--- config.mk ---
export PLATFORM = sky130hd
export DESIGN_NAME = memdep_tracker
export DESIGN_NICKNAME = d
export VERILOG_FILES = /design/src/rtl/mdt_pkg.sv /design/src/rtl/mdt_ctrl.sv /design/src/rtl/mdt_slots.sv /design/src/rtl/mdt_entries.sv /design/src/rtl/memdep_tracker.sv
export SDC_FILE = /design/constraint.sdc
export NUM_CORES = 2
export LEC_CHECK = 0
export BUFFER_PORTS_ARGS = -buffer_cell sky130_fd_sc_hd__buf_4
export CAP_MARGIN = 40
export CORE_MARGIN = 5
export CORE_UTILIZATION = 30
export CTS_CLUSTER_DIAMETER = 40
export DETAILED_ROUTE_END_ITERATION = 8
export SYNTH_ARGS = -nofsm -noshare
export SYNTH_HDL_FRONTEND = slang
export SYNTH_SLANG_ARGS = --single-unit
--- constraint.sdc ---
create_clock -name clk -period 141.3 [get_ports clk]
set_input_delay 35.325 -clock clk [delete_from_list [all_inputs] [get_ports clk]]
set_output_delay 35.325 -clock clk [all_outputs]
set_load 0.05 [all_outputs]
--- src/rtl/mdt_pkg.sv ---
package mdt_pkg;

  // Strobes from the control to the two tables; each is already qualified.
  typedef struct packed {
    logic insFire;
    logic issFire;
    logic wakeEn;
    logic relEn;
    logic sqEn;
  } mdtStrobe_t;

endpackage

--- src/rtl/mdt_ctrl.sv ---
module mdt_ctrl
  import mdt_pkg::*;
#(
  parameter int CNT_W = 16
) (
  input  logic             clk,
  input  logic             rstN,
  input  logic             insValid,
  input  logic             insIsStore,
  input  logic             entryFree,
  input  logic             slotFree,
  input  logic             linkHit,
  input  logic             issReq,
  input  logic             anyReady,
  input  logic             wakeValid,
  input  logic             relValid,
  input  logic             sqValid,
  output mdtStrobe_t       strobe,
  output logic             insReady,
  output logic             issValid,
  output logic [CNT_W-1:0] cntLoads,
  output logic [CNT_W-1:0] cntStores,
  output logic [CNT_W-1:0] cntConfLoads,
  output logic [CNT_W-1:0] cntConfStores
);

  // Squash wins over every other operation in its cycle.
  assign insReady = entryFree && (!insIsStore || slotFree) && !sqValid;
  assign issValid = anyReady && !sqValid;

  always_comb begin
    strobe.insFire = insValid && insReady;
    strobe.issFire = issReq && issValid;
    strobe.wakeEn  = wakeValid && !sqValid;
    strobe.relEn   = relValid && !sqValid;
    strobe.sqEn    = sqValid;
  end

  always_ff @(posedge clk or negedge rstN) begin
    if (!rstN) begin
      cntLoads      <= '0;
      cntStores     <= '0;
      cntConfLoads  <= '0;
      cntConfStores <= '0;
    end else if (strobe.insFire) begin
      if (insIsStore) begin
        cntStores <= cntStores + CNT_W'(1);
        if (linkHit) cntConfStores <= cntConfStores + CNT_W'(1);
      end else begin
        cntLoads <= cntLoads + CNT_W'(1);
        if (linkHit) cntConfLoads <= cntConfLoads + CNT_W'(1);
      end
    end
  end

endmodule

--- src/rtl/mdt_slots.sv ---
module mdt_slots
  import mdt_pkg::*;
#(
  parameter int SLOTS = 8,
  parameter int SEQ_W = 16,
  localparam int SW   = (SLOTS > 1) ? $clog2(SLOTS) : 1
) (
  input  logic             clk,
  input  logic             rstN,
  input  mdtStrobe_t       strobe,
  input  logic [SEQ_W-1:0] insSeq,
  input  logic             insIsStore,
  input  logic             insNonSpec,
  input  logic [SEQ_W-1:0] insPredSeq,
  input  logic [SEQ_W-1:0] issSeq,
  input  logic             issIsStore,
  input  logic [SEQ_W-1:0] sqSeq,
  output logic             slotFree,
  output logic             linkHit,
  output logic [SW-1:0]    linkIdx,
  output logic             storeWake,
  output logic [SW-1:0]    storeWakeIdx
);

  logic [SLOTS-1:0] slotV;
  logic [SEQ_W-1:0] slotSeq [SLOTS];

  logic [SW-1:0] freeIdx, predIdx, issIdx;
  logic          predFound, issFound;
  logic          unusedBits;

  assign unusedBits = ^{strobe.wakeEn, strobe.relEn};

  always_comb begin
    slotFree  = 1'b0;
    freeIdx   = '0;
    predFound = 1'b0;
    predIdx   = '0;
    issFound  = 1'b0;
    issIdx    = '0;
    for (int i = 0; i < SLOTS; i++) begin
      if (!slotV[i] && !slotFree) begin
        slotFree = 1'b1;
        freeIdx  = SW'(i);
      end
      if (slotV[i] && slotSeq[i] == insPredSeq) begin
        predFound = 1'b1;
        predIdx   = SW'(i);
      end
      if (slotV[i] && slotSeq[i] == issSeq) begin
        issFound = 1'b1;
        issIdx   = SW'(i);
      end
    end
  end

  assign storeWake    = strobe.issFire && issIsStore && issFound;
  assign storeWakeIdx = issIdx;

  // A producer issuing in the insert cycle counts as already resolved.
  assign linkHit = !insNonSpec && (insPredSeq != '0) && predFound &&
                   !(storeWake && issIdx == predIdx);
  assign linkIdx = predIdx;

  always_ff @(posedge clk or negedge rstN) begin
    if (!rstN) begin
      slotV <= '0;
      for (int i = 0; i < SLOTS; i++) slotSeq[i] <= '0;
    end else if (strobe.sqEn) begin
      for (int i = 0; i < SLOTS; i++)
        if (slotSeq[i] > sqSeq) slotV[i] <= 1'b0;
    end else begin
      if (storeWake) slotV[issIdx] <= 1'b0;
      if (strobe.insFire && insIsStore) begin
        slotV[freeIdx]   <= 1'b1;
        slotSeq[freeIdx] <= insSeq;
      end
    end
  end

endmodule

--- src/rtl/mdt_entries.sv ---
module mdt_entries
  import mdt_pkg::*;
#(
  parameter int ENTRIES = 16,
  parameter int SLOTS   = 8,
  parameter int SEQ_W   = 16,
  localparam int EW     = (ENTRIES > 1) ? $clog2(ENTRIES) : 1,
  localparam int SW     = (SLOTS > 1) ? $clog2(SLOTS) : 1
) (
  input  logic             clk,
  input  logic             rstN,
  input  mdtStrobe_t       strobe,
  input  logic [SEQ_W-1:0] insSeq,
  input  logic             insIsStore,
  input  logic             insRegsRdy,
  input  logic             insNonSpec,
  input  logic             linkHit,
  input  logic [SW-1:0]    linkIdx,
  input  logic             storeWake,
  input  logic [SW-1:0]    storeWakeIdx,
  input  logic [SEQ_W-1:0] wakeSeq,
  input  logic [SEQ_W-1:0] relSeq,
  input  logic [SEQ_W-1:0] sqSeq,
  output logic             entryFree,
  output logic             anyReady,
  output logic [SEQ_W-1:0] selSeq,
  output logic             selIsStore
);

  logic [ENTRIES-1:0] eV, eRdy, eSt, eRegs, eMem, eLnk;
  logic [SEQ_W-1:0]   eSeq  [ENTRIES];
  logic [SW-1:0]      eSlot [ENTRIES];

  logic [EW-1:0] freeIdx, selIdx;

  always_comb begin
    entryFree = 1'b0;
    freeIdx   = '0;
    anyReady  = 1'b0;
    selIdx    = '0;
    selSeq    = '0;
    for (int i = 0; i < ENTRIES; i++) begin
      if (!eV[i] && !entryFree) begin
        entryFree = 1'b1;
        freeIdx   = EW'(i);
      end
      if (eV[i] && eRdy[i] && (!anyReady || eSeq[i] < selSeq)) begin
        anyReady = 1'b1;
        selIdx   = EW'(i);
        selSeq   = eSeq[i];
      end
    end
  end

  assign selIsStore = eSt[selIdx];

  always_ff @(posedge clk or negedge rstN) begin
    if (!rstN) begin
      eV <= '0; eRdy <= '0; eSt <= '0; eRegs <= '0; eMem <= '0; eLnk <= '0;
      for (int i = 0; i < ENTRIES; i++) begin
        eSeq[i]  <= '0;
        eSlot[i] <= '0;
      end
    end else if (strobe.sqEn) begin
      for (int i = 0; i < ENTRIES; i++)
        if (eSeq[i] > sqSeq) eV[i] <= 1'b0;
    end else begin
      for (int i = 0; i < ENTRIES; i++) begin
        if (strobe.issFire && selIdx == EW'(i)) begin
          eV[i]   <= 1'b0;
          eRdy[i] <= 1'b0;
        end else if (eV[i] && !eRdy[i]) begin
          logic regsNext, memNext, relHit;
          regsNext = eRegs[i] || (strobe.wakeEn && eSeq[i] == wakeSeq);
          memNext  = eMem[i] || (storeWake && eLnk[i] && eSlot[i] == storeWakeIdx);
          relHit   = strobe.relEn && eSeq[i] == relSeq;
          eRegs[i] <= regsNext;
          eMem[i]  <= memNext;
          if (memNext) eLnk[i] <= 1'b0;
          if ((regsNext && memNext) || relHit) eRdy[i] <= 1'b1;
        end
        if (strobe.insFire && freeIdx == EW'(i)) begin
          eV[i]    <= 1'b1;
          eSeq[i]  <= insSeq;
          eSt[i]   <= insIsStore;
          eLnk[i]  <= linkHit;
          eSlot[i] <= linkIdx;
          eRegs[i] <= insRegsRdy;
          eMem[i]  <= !insNonSpec && !linkHit;
          eRdy[i]  <= !insNonSpec && !linkHit && insRegsRdy;
        end
      end
    end
  end

endmodule

--- src/rtl/memdep_tracker.sv ---
module memdep_tracker
  import mdt_pkg::*;
#(
  parameter int ENTRIES = 16,
  parameter int SLOTS   = 8,
  parameter int SEQ_W   = 16,
  parameter int PC_W    = 32,
  parameter int CNT_W   = 16,
  localparam int SW     = (SLOTS > 1) ? $clog2(SLOTS) : 1
) (
  input  logic             clk,
  input  logic             rstN,
  input  logic             insValid,
  output logic             insReady,
  input  logic [SEQ_W-1:0] insSeq,
  input  logic             insIsStore,
  input  logic             insRegsRdy,
  input  logic             insNonSpec,
  input  logic [SEQ_W-1:0] insPredSeq,
  input  logic             wakeValid,
  input  logic [SEQ_W-1:0] wakeSeq,
  input  logic             relValid,
  input  logic [SEQ_W-1:0] relSeq,
  input  logic             issReq,
  output logic             issValid,
  output logic [SEQ_W-1:0] issSeq,
  output logic             issIsStore,
  input  logic             sqValid,
  input  logic [SEQ_W-1:0] sqSeq,
  input  logic             violValid,
  input  logic [PC_W-1:0]  violLoadPc,
  input  logic [PC_W-1:0]  violStorePc,
  output logic             predViolValid,
  output logic [PC_W-1:0]  predViolLoadPc,
  output logic [PC_W-1:0]  predViolStorePc,
  output logic [CNT_W-1:0] cntLoads,
  output logic [CNT_W-1:0] cntStores,
  output logic [CNT_W-1:0] cntConfLoads,
  output logic [CNT_W-1:0] cntConfStores
);

  mdtStrobe_t    strobe;
  logic          entryFree, slotFree, anyReady, linkHit, storeWake;
  logic [SW-1:0] linkIdx, storeWakeIdx;

  assign predViolValid   = violValid;
  assign predViolLoadPc  = violLoadPc;
  assign predViolStorePc = violStorePc;

  mdt_ctrl #(.CNT_W(CNT_W)) i_ctrl (
    .clk, .rstN, .insValid, .insIsStore, .entryFree, .slotFree, .linkHit,
    .issReq, .anyReady, .wakeValid, .relValid, .sqValid, .strobe,
    .insReady, .issValid, .cntLoads, .cntStores, .cntConfLoads, .cntConfStores
  );

  mdt_slots #(.SLOTS(SLOTS), .SEQ_W(SEQ_W)) i_slots (
    .clk, .rstN, .strobe, .insSeq, .insIsStore, .insNonSpec, .insPredSeq,
    .issSeq, .issIsStore, .sqSeq, .slotFree, .linkHit, .linkIdx,
    .storeWake, .storeWakeIdx
  );

  mdt_entries #(.ENTRIES(ENTRIES), .SLOTS(SLOTS), .SEQ_W(SEQ_W)) i_entries (
    .clk, .rstN, .strobe, .insSeq, .insIsStore, .insRegsRdy, .insNonSpec,
    .linkHit, .linkIdx, .storeWake, .storeWakeIdx, .wakeSeq, .relSeq, .sqSeq,
    .entryFree, .anyReady, .selSeq(issSeq), .selIsStore(issIsStore)
  );

endmodule

==> results by stage <==
Status:
- The flow ran to the end, and the final reports show no timing, DRC or antenna violations.

Clock tree:
- The number of clock sinks is 600.
- Counting the buffers created by CTS gives 146.
- Clock latency on the worst-skew pair, taken at its later pin, is 0.81 ns.
- The H-tree generated during clock tree synthesis spans 4 levels.
- TritonCTS built the clock tree.
- The number of setup buffers added after CTS is 0.
- The post-cts repair resize count is 0.
- The CTS root buffer is clkbuf_16.
- For this design, the CTS-stage hold fixing added 0 buffers.
- The clock transition time at the flip-flop clock pins of the worst setup and hold paths is 0.05 ns.
- No sink is reached through more buffers than the 3 on the longest clock path.

Floorplan:
- The initial utilization of the core area, before any placement, comes to 30.17%.
- The initialized floorplan defines 158 standard-cell rows.
- The die boundary height is 441.8 um.
- The core footprint is 185400 um^2.
- For this design the top-level I/O count stands at 303.
- The total die area is about 200000 um^2.
- In this run the horizontal extent of the chip is 441.8 um.

Synthesis:
- Sorting the synthesized cells by area gives the leading types as dfrtp_1 27%, ha_1 13%, xnor2_1 9.0%.
- The top cell type's share of synthesized area is 26.84%.
- The library cell with the largest summed area after synthesis is dfrtp_1.
- After synthesis, flip-flops and latches occupy 26.84% of the total area.
- The synthesized design contains 0 enable-type register cells.
- Counting every net in the synthesized netlist gives 7305.
- The netlist area before placement is 55940 um^2.
- The flop and latch count out of synthesis is 600.
- In the synthesized netlist, the cells that appear most often are 1027 x nand2_1, 600 x dfrtp_1, 595 x ha_1.
- Of all flip-flops after synthesis, the portion carrying an async set or reset was 100.0%.
- Counting every instance in the synthesized netlist gives 6555.
- Yosys printed 0 warnings.
- The count of different cell masters after synthesis is 131.
- Yosys instantiated no cell more often than nand2_1.
- The main flop type after synthesis is dfrtp_1.
- Averaged over all synthesized cells, the footprint is 8.535 um^2.

Layout:
- The register with the most flip-flops is i_entries.eSeq.
- In the final layout, the multi-input gates occupy approximately 38000 um^2.
- The sequential cells in the finished layout cover a total of 15010 um^2.
- In the final design database the tool counted 7353 nets.
- The number of fill cells in the layout is between 15000 and 20000.
- The flip-flop count of the largest register after layout is 256.
- The final design utilization is a little over a third.
- The fraction of layout instances using a drive strength above 1 is 13.70%.
- The largest registers in the layout are i_entries.eSeq x256, i_slots.slotSeq x128, i_entries.eSlot x48.
- From synthesis to final layout, the design area changed by 16.41%.

Place:
- The placed wire-length estimate is 190400 um.
- Routability-driven placement finished with a final weighted congestion of about 1.0.
- The quantity of I/O buffers inserted on ports is 172.

Critical path:
- The type of element launching the critical path is a flip-flop.
- The largest fanout on the critical path is 36.
- For flop-to-flop paths, the worst setup slack is 90.74 ns.
- The arrival time reported for the critical path endpoint is 47.13 ns.
- The delay contributed by the slowest stage of the critical path is 0.82 ns.
- The setup path with the least slack is of type flip-flop to output pin.
- Data on the critical path is required at its endpoint by about 110 ns.
- The kind of end point of the critical path is an output pin.
- The worst-path cell with the longest stage delay is a31o_1.
- The most numerous cell on the critical path is o21ai_0.

Drt:
- Before antenna repair, the detailed router went through 6 iterations.
- In this run, the number of DRC markers left after iteration 0 of detailed routing was 6559.
- The count of nets left with antenna violations once routing finished came out at 0.
- The routed layout has approximately 55000 vias.
- The via density per instance is 5.973.
- For this block, the routed nets add up to 280000 um of wire.
- In the routed design, unresolved DRC markers number 0.
- Dividing the detail-routed wire length by the instance count gives 30.42 um.

GRT:
- The number of global-route vias before repair is between 50000 and 60000.
- The remaining global-route overflow is 0.
- The initial antenna violation count is 12.
- The global-route usage over all layers is 27.50%.
- The first global-routing pass estimated 394800 um of wire.
- The largest net degree at the start of global routing is 91.

Timing:
- The number of setup violations in the final report is 0.
- Timing would allow up to 12.13 MHz.
- Setup repair after global routing left no endpoint under its margin.
- The worst clock skew is 0.07229 ns.
- The post-layout minimum cycle time is 82.46 ns.
- The number of hold violations in the final report is 0.
- Summed over all failing endpoints, the final setup total negative slack is 0 ns.
- The final critical-path share of the clock period is 58.36%.
- The worst max-slew margin expressed relative to the limit is between 30% and 40%.
- The pin slew with the least headroom to its limit is 0.9768 ns.
- The number of slew-limit violations in the final report is 0.

Power:
- The power density over the cells is 19.03 nW/um^2.
- The largest vdd supply drop is 0.00002438 V.
- The leakage power is 29.57 nW.

Flow run:
- Across the run, the number of max-cap violations was 0.

Worst hold path:
- The tightest min-delay check is of the flip-flop to flip-flop type.
## worst paths after layout
check                                                    start                                  end  depth (start not counted)
hold reg to reg            i_ctrl.cntConfLoads[15]$_DFFE_PN0P_  i_ctrl.cntConfLoads[15]$_DFFE_PN0P_                          1
max in group asynchronous                                 rstN      i_entries.eSeq[111]$_DFFE_PN0P_                          5
hold / removal             i_ctrl.cntConfLoads[15]$_DFFE_PN0P_  i_ctrl.cntConfLoads[15]$_DFFE_PN0P_                          1
setup / recovery                   i_entries.eV[0]$_DFFE_PN0P_                           issSeq[14]                        196
setup reg to reg                   i_entries.eV[0]$_DFFE_PN0P_        i_entries.eRdy[4]$_DFFE_PN0P_                        205
min in group asynchronous                                 rstN      i_slots.slotSeq[75]$_DFFE_PN0P_                          1
## report_power, final
part | total, mW | internal (mW) | switching, mW | leakage (nW)
Sequential | 0.255 | 0.195 | 0.0607 | 7.91
Clock | 0.363 | 0.240 | 0.123 | 2.52
Combinational | 0.621 | 0.226 | 0.395 | 19.1
Total | 1.24 | 0.661 | 0.579 | 29.6
## critical path: cells and delay by family (launching register included)
kind                     cells  cell delay (ns)
AO/OA/AOI/OAI               91            23.95
adder cells (fa/ha/maj)     15             4.51
buffers and inverters       24             4.35
flip-flops                   1             0.50
multiplexers                 8             3.74
AND/OR/NAND/NOR             58             9.16
## per-layer routing
metal,up-vias,track usage (%),wire length (um)
li1,23517,-,-
met1,26775,36.29,112300
met2,3639,40.18,115000
met3,1059,7.631,32760
met4,2,15.81,20060
met5,-,0,12
## placed cells by master (no fill, tap or decap), drive strengths merged, types with 20 or more instances in the layout
cell type / count
nor3: 80
dfrtp: 600
clkbuf: 183
nor2: 195
a221oi: 26
inv: 292
ha: 595
nand4: 233
o21a: 49
a21o: 108
mux2: 245
a2111oi: 26
and3: 43
o221ai: 27
and2: 31
mux2i: 87
o21ai: 415
a31oi: 33
nor2b: 92
bufinv: 20
nand2: 1028
buf: 305
xnor2: 574
clkinvlp: 24
and4: 33
xor2: 252
a21oi: 298
o211ai: 27
o22ai: 39
nor4: 83
nand2b: 110
o41ai: 25
nand3: 144
a211oi: 55
clkinv: 39
## area by class of cell
cell class | count | area share [%]
Antenna cell | 4 | 0.01537
Clock buffer | 181 | 6.165
Clock inverter | 87 | 1.977
Inverter | 288 | 1.660
Multi-Input combinational cell | 5260 | 58.33
Sequential cell | 600 | 23.06
Tap cell | 2480 | 4.765
Timing Repair Buffer | 307 | 4.033
## cell families after synthesis
logic type / count (synthesis) / synth area share, %
xor+xnor: 826 / 12.93
fa+ha+maj: 599 / 13.38
simple gates: 2134 / 18.29
buf+inv: 695 / 5.359
mux: 332 / 6.613
compound gates: 1369 / 16.58
flops: 600 / 26.84
## through the flow
stage / hold WS [ns] / total power, mW / instances / worst slack, ns / area [um^2]
floorplan: 0.4396 / 0.6313 / 6555 / 66.66 / 55940
global placement: 0.4574 / 0.8443 / 8897 / 59.43 / 59210
detailed placement: 0.4631 / 0.8524 / 8932 / 60.61 / 59790
CTS: 0.4746 / 1.221 / 9200 / 59.64 / 65090
global route: 0.4837 / 1.295 / 9203 / 55.18 / 65110
finish: 0.4739 / 1.240 / 9207 / 58.84 / 65120
No activity file was read; power rests on OpenSTA's default activity.
